`config.mk`:
```
export PLATFORM = sky130hd
export DESIGN_NAME = scan_link_composer
export DESIGN_NICKNAME = d
export VERILOG_FILES = /design/src/rtl/slc_pkg.sv /design/src/rtl/slc_ctrl.sv /design/src/rtl/slc_dpath.sv /design/src/rtl/scan_link_composer.sv
export SDC_FILE = /design/constraint.sdc
export NUM_CORES = 1
export LEC_CHECK = 0
export ABC_AREA = 1
export BUFFER_PORTS_ARGS = -buffer_cell sky130_fd_sc_hd__buf_2
export CORE_MARGIN = 2
export CORE_UTILIZATION = 29
export CTS_CLUSTER_DIAMETER = 30
export DETAILED_ROUTE_END_ITERATION = 12
export SLEW_MARGIN = 10
export SYNTH_ARGS = -nofsm -noshare
export SYNTH_HDL_FRONTEND = slang
export SYNTH_SLANG_ARGS = --single-unit
```
`constraint.sdc`:
```
create_clock -name clk -period 5.74 [get_ports clk]
set_clock_uncertainty 0.05 [all_clocks]
set_input_delay 0.574 -clock clk [delete_from_list [all_inputs] [get_ports clk]]
set_output_delay 0.574 -clock clk [all_outputs]
set_load 0.01 [all_outputs]
```
`src/rtl/slc_pkg.sv`:
```
package slc_pkg;
  parameter int NUM_CHAINS = 12;
  parameter int PAT_AW     = 10;
  parameter int TBL_AW     = 6;
  parameter int LEN_W      = 8;
  parameter int REP_W      = 4;
  localparam int ENTRY_W   = 2 + NUM_CHAINS + REP_W + LEN_W + PAT_AW;

  typedef struct packed {
    logic                  lastFlag;
    logic                  fillBit;
    logic [NUM_CHAINS-1:0] chainMask;
    logic [REP_W-1:0]      extraReps;
    logic [LEN_W-1:0]      segLen;
    logic [PAT_AW-1:0]     startAddr;
  } linkEntry_t;

  typedef struct packed {
    logic                  issue;
    logic                  finalBit;
    logic [NUM_CHAINS-1:0] enMask;
    logic                  fillBit;
  } ctlStrobe_t;
endpackage

```
`src/rtl/slc_ctrl.sv`:
```
module slc_ctrl
  import slc_pkg::*;
(
  input  logic                  clk,
  input  logic                  rstN,
  input  logic                  startPulse,
  input  logic [TBL_AW-1:0]     startIdx,
  input  logic [NUM_CHAINS-1:0] runMask,
  output logic                  tblRdEn,
  output logic [TBL_AW-1:0]     tblAddr,
  input  linkEntry_t            tblEntry,
  output logic                  patRdEn,
  output logic [PAT_AW-1:0]     patAddr,
  output ctlStrobe_t            strobe
);
  typedef enum logic [1:0] {ST_IDLE, ST_FIRST, ST_RUN} walkState_t;

  walkState_t            state;
  linkEntry_t            curEntry;
  linkEntry_t            nextEntry;
  logic [TBL_AW-1:0]     nextIdx;
  logic [LEN_W-1:0]      bitCnt;
  logic [REP_W-1:0]      repCnt;
  logic                  tblPend;
  logic [NUM_CHAINS-1:0] runMaskQ;

  logic endBit, endRep, endEntry, finalBit, switching, firstFetch;

  always_comb begin
    endBit     = (bitCnt == curEntry.segLen - LEN_W'(1));
    endRep     = (repCnt == curEntry.extraReps);
    endEntry   = (state == ST_RUN) && endBit && endRep;
    finalBit   = endEntry && curEntry.lastFlag;
    switching  = endEntry && !curEntry.lastFlag;
    firstFetch = (state == ST_FIRST) && !tblEntry.lastFlag;
  end

  always_comb begin
    tblRdEn = ((state == ST_IDLE) && startPulse) || firstFetch ||
              (switching && !nextEntry.lastFlag);
    tblAddr = (state == ST_IDLE) ? startIdx : nextIdx;
    patRdEn = (state == ST_RUN);
    patAddr = curEntry.startAddr + PAT_AW'(bitCnt);
    strobe.issue    = (state == ST_RUN);
    strobe.finalBit = finalBit;
    strobe.enMask   = curEntry.chainMask & runMaskQ;
    strobe.fillBit  = curEntry.fillBit;
  end

  always_ff @(posedge clk) begin
    if (!rstN) begin
      state     <= ST_IDLE;
      curEntry  <= '0;
      nextEntry <= '0;
      nextIdx   <= '0;
      bitCnt    <= '0;
      repCnt    <= '0;
      tblPend   <= 1'b0;
      runMaskQ  <= '0;
    end else begin
      tblPend <= firstFetch || (switching && !nextEntry.lastFlag);
      if (tblPend) nextEntry <= tblEntry;
      case (state)
        ST_IDLE: begin
          if (startPulse) begin
            state    <= ST_FIRST;
            nextIdx  <= startIdx + TBL_AW'(1);
            runMaskQ <= runMask;
          end
        end
        ST_FIRST: begin
          curEntry <= tblEntry;
          bitCnt   <= '0;
          repCnt   <= '0;
          if (!tblEntry.lastFlag) nextIdx <= nextIdx + TBL_AW'(1);
          state <= ST_RUN;
        end
        ST_RUN: begin
          if (!endBit) begin
            bitCnt <= bitCnt + LEN_W'(1);
          end else begin
            bitCnt <= '0;
            if (!endRep) begin
              repCnt <= repCnt + REP_W'(1);
            end else begin
              repCnt <= '0;
              if (curEntry.lastFlag) begin
                state <= ST_IDLE;
              end else begin
                curEntry <= nextEntry;
                if (!nextEntry.lastFlag) nextIdx <= nextIdx + TBL_AW'(1);
              end
            end
          end
        end
        default: state <= ST_IDLE;
      endcase
    end
  end
endmodule

```
`src/rtl/slc_dpath.sv`:
```
module slc_dpath
  import slc_pkg::*;
(
  input  logic                  clk,
  input  logic                  rstN,
  input  ctlStrobe_t            strobe,
  input  logic [NUM_CHAINS-1:0] patData,
  output logic                  shiftEn,
  output logic [NUM_CHAINS-1:0] scanOut,
  output logic                  donePulse
);
  logic                  validQ;
  logic                  finalQ;
  logic [NUM_CHAINS-1:0] maskQ;
  logic                  fillQ;
  logic                  finalOutQ;
  logic [NUM_CHAINS-1:0] composed;

  always_comb begin
    composed = (patData & maskQ) | ({NUM_CHAINS{fillQ}} & ~maskQ);
  end

  always_ff @(posedge clk) begin
    if (!rstN) begin
      validQ    <= 1'b0;
      finalQ    <= 1'b0;
      maskQ     <= '0;
      fillQ     <= 1'b0;
      shiftEn   <= 1'b0;
      scanOut   <= '0;
      finalOutQ <= 1'b0;
      donePulse <= 1'b0;
    end else begin
      validQ    <= strobe.issue;
      finalQ    <= strobe.issue && strobe.finalBit;
      maskQ     <= strobe.enMask;
      fillQ     <= strobe.fillBit;
      shiftEn   <= validQ;
      scanOut   <= validQ ? composed : '0;
      finalOutQ <= validQ && finalQ;
      donePulse <= finalOutQ;
    end
  end
endmodule

```
`src/rtl/scan_link_composer.sv`:
```
module scan_link_composer
  import slc_pkg::*;
(
  input  logic                  clk,
  input  logic                  rstN,
  input  logic                  startPulse,
  input  logic [TBL_AW-1:0]     startIdx,
  input  logic [NUM_CHAINS-1:0] runMask,
  output logic                  tblRdEn,
  output logic [TBL_AW-1:0]     tblAddr,
  input  logic [ENTRY_W-1:0]    tblData,
  output logic                  patRdEn,
  output logic [PAT_AW-1:0]     patAddr,
  input  logic [NUM_CHAINS-1:0] patData,
  output logic                  shiftEn,
  output logic [NUM_CHAINS-1:0] scanOut,
  output logic                  donePulse
);
  ctlStrobe_t strobe;
  linkEntry_t tblEntry;

  assign tblEntry = linkEntry_t'(tblData);

  slc_ctrl i_ctrl (
    .clk(clk), .rstN(rstN), .startPulse(startPulse), .startIdx(startIdx),
    .runMask(runMask), .tblRdEn(tblRdEn), .tblAddr(tblAddr),
    .tblEntry(tblEntry), .patRdEn(patRdEn), .patAddr(patAddr),
    .strobe(strobe)
  );

  slc_dpath i_dpath (
    .clk(clk), .rstN(rstN), .strobe(strobe), .patData(patData),
    .shiftEn(shiftEn), .scanOut(scanOut), .donePulse(donePulse)
  );
endmodule

```
==> flow_summary.yaml <==
placement:
  routabilityCongestion: 0.819
  io_buffers: 100
  place.detailed.hpwl_um: 11300
  dp_worst_setup_slack_ns: 2.77
  numPlacedInstances: 1369
timing:
  tightestPinTransition_ns: 1.13
  finalSetupViolations: 0
  rsz0062_at_grt: "no"
  setup_tns_ns: 0
  drv_slew: 0
  achievable-frequency_mhz: 294
  finalHoldViolations: 0
  worst_case_headroom_to_the_max_slew_limit_pct: 24.8
  post-route-period-util_pct: 59.3
  final.setup.worst_slack_ns: 2.34
  final.hold.worst_slack_ns: 0.337
  finalCriticalPeriod_ns: 3.40
yosys:
  ys_seq_elements: 135
  yosysWarnings: 0
  yosysSeqAreaShare_pct: 39.6
  synthesis.area_mm2: 0.00683
  synth-compound-area-share_pct: 13.6
  synth_top_family_by_area: "simple AND/OR/NAND/NOR gates"
  post_synth_and_or_nand_nor_area_fraction_pct: 25.3
  synth_area_per_cell_um2: 6.83
  synth.area.mux_share_pct: 0
  post_synth_fa_ha_maj_area_fraction_pct: 3.41
  post_synth_xor_area_fraction_pct: 3.72
  post_synth_inst_count: 1000
  yosysUniqueCellTypes: 34
  syn_nets: 1087
clock_tree:
  cts_tree: "yes"
  post-cts-setup-buffer-count: 0
  post_cts_resized: 0
  cts-buffers-inserted: 17
  cts.htree.levels: 4
  cts_hold_buf: 0
  cts_root_buffer: "clkbuf_16"
  cts_max_path_buffers: 2
  clk_pin_slew_worst_paths_ns: 0.06
  worst_skew_pair.late_latency_ns: 0.41
  numClockSinks: 135
detailed_routing:
  drtAntennaViolNets: 0
  detail_route.iter0.violations: 324
  route.vias.total: 6074
  vias_per_cell: 4.33
  remaining_drc_errors: 0
  wl_per_cell_um: 11.7
  drt_pass1_iterations: 5
  routed_wirelength_um: 16400
pwr:
  p_leak_nw: 4.00
  design_power_total_mw: 3.82
  irDropWorstVdd_mv: 0.231
  power.density_cell_area_mw_per_mm2: 470
worst_setup_path:
  crit-reg2reg-capture: "i_ctrl.curEntry[13]"
  critical_path.endpoint_type: "output pin"
  path_class: "flop to output pin"
  worstReg2RegStart: "i_ctrl.curEntry[10]"
  critical_path_peak_fanout: 46
  crit_arrival_ns: 2.78
  worstPathRequired_ns: 5.12
  reg2reg_slack_ns: 2.97
  worst_r2r_path_depth: 15
  startpoint: "i_ctrl.state[0]"
  setup.worst_path.start_class: "flop"
cells_and_area:
  drive_gt1_share_pct: 14.2
  fillers: 2599
  area_delta_synth_final_pct: 19.3
  fin_cells: 1403
  fin_nets: 1156
grt:
  grt_first_pass_wirelength_um: 27000
  global_route.usage.total_pct: 13.5
  antenna_found_initial: 1
  grt_remaining_overflow: 0
  first_global_vias: 5492
  grt_start_max_net_pins: 97
worst_hold_path:
  min_to: "i_dpath.scanOut[3]"
  min-delay-start: "patData[3]"
  worstHoldPathCells: 3
  class_of_the_most_critical_hold_timing_path: "input port to flop"
floorplan:
  die_y_um: 157
  floorplan.initialDensity_pct: 29.3
  ioPinCount: 101
  rows: 56
  dieArea_mm2: 0.0248
  placeable_area_mm2: 0.0233
  chipWidth_um: 157
status:
  outcome: "finished, final reports clean"
run:
  maxCapViolCount: 0
[layout make-up]
cell class | instances | area (um2) | share of cell area (%)
Timing Repair Buffer | 104 | 531 | 6.52
Sequential cell | 135 | 2700 | 33.2
Tap cell | 319 | 399 | 4.90
Inverter | 192 | 721 | 8.85
Clock inverter | 10 | 141 | 1.74
Clock buffer | 22 | 494 | 6.07
Multi-Input combinational cell | 619 | 3150 | 38.7
Antenna cell | 2 | 5.00 | 0.0615
[per-stage QoR]
step,area [um2],utilization [%]
final,8140,35.0
after global routing,8140,35.0
after CTS,8140,35.0
after detailed placement,7500,32.2
after global placement,7500,32.2
after floorplan,6830,-
[cells by family (layout without fill, tap and decap cells)]
family | Yosys count | in the layout
flip-flops | 135 | 135
buffers and inverters | 246 | 328
AND/OR/NAND/NOR | 390 | 390
adder cells (fa/ha/maj) | 18 | 18
other | 0 | 2
AO/OA/AOI/OAI | 182 | 182
XOR/XNOR | 29 | 29
[power breakdown]
part	switching (mW)	leakage [nW]	total, mW	internal (mW)
registers	0.111	1.10	1.22	1.11
clock network	0.414	0.309	1.16	0.743
logic	0.957	2.59	1.44	0.485
total	1.48	4.00	3.82	2.34
[sequential cells by signal (all words and copies together) (netlist names), 2 cells and up]
name,count
i_ctrl.runMaskQ,12
i_ctrl.curEntry,35
i_ctrl.state,2
i_dpath.scanOut,12
i_ctrl.bitCnt,8
i_ctrl.nextEntry,36
i_ctrl.nextIdx,6
i_dpath.maskQ,12
i_ctrl.repCnt,4
[placed cells by master, fill, tap and decap left out, types with 2 or more instances in the layout]
cell	n
nor3b_1	2
xnor2_1	8
clkinv_4	2
bufinv_16	3
buf_4	4
nor3_1	13
clkinv_2	2
buf_2	100
inv_2	3
xor2_1	21
nand2_1	156
inv_1	188
nor2_1	103
nand3_1	61
nor2_2	2
o21ai_0	100
nand4_1	40
nand2_2	4
dfxtp_1	134
nand3b_1	2
clkbuf_8	5
diode_2	2
clkinvlp_4	2
or2_2	2
ha_1	16
clkbuf_16	17
o211ai_1	2
a21oi_1	77
[routing by layer]
layer  wire [um]  vias up  GRT usage, %
li1            -     3292             -
met1        8420     2676          19.0
met2        7150       96          20.2
met3         681       10          3.14
met4         141        0          4.42
met5           0        -             0
[cells in the mapped netlist]
cell type    n  area (um2)
inv_1      188         706
o221ai_1     1        8.76
buf_4        3        22.5
clkinv_1     1        3.75
buf_2        5        25.0
dfxtp_1    135        2700
nand3_2      1        10.0
xnor2_1      8        70.1
inv_2        3        11.3
nand2_2      4        25.0
nor2_2       2        12.5
o211ai_1     2        15.0
nand3_4      1        17.5
nand3b_1     2        15.0
o21ai_2      1        8.76
ha_1        17         213
xor2_1      21         184
nor4_1       1        6.26
o21ai_0    100         500
or2_2        2        12.5
clkbuf_1    29         109
fa_1         1        20.0
buf_6        5        56.3
a21oi_1     77         385
nor2_1     103         387
nand2_4      1        11.3
nor3_1      13        65.1
nor3b_1      2        15.0
buf_1       12        45.0
nand4_1     40         250
nand2_1    156         586
nand3_1     61         305
nor2_4       1        11.3
o211a_1      1        10.0
[worst max path at each step]
stage          cells past startpoint          to
2_1_floorplan                      7  patAddr[8]
3_3_place_gp                       8     tblRdEn
3_5_place_dp                       8     tblRdEn
4_1_cts                            8     tblRdEn
5_1_grt                            8     tblRdEn
6_report                           8     tblRdEn
[critical path: stages, from the launching register on]
cell     delay (ns)
dfxtp_1        0.35
inv_1          0.10
ha_2           0.58
buf_4          0.48
inv_1          0.23
nor2_1         0.20
nand3_1        0.12
nand3_1        0.12
buf_2          0.17
No activity file was read; power rests on OpenSTA's default activity.
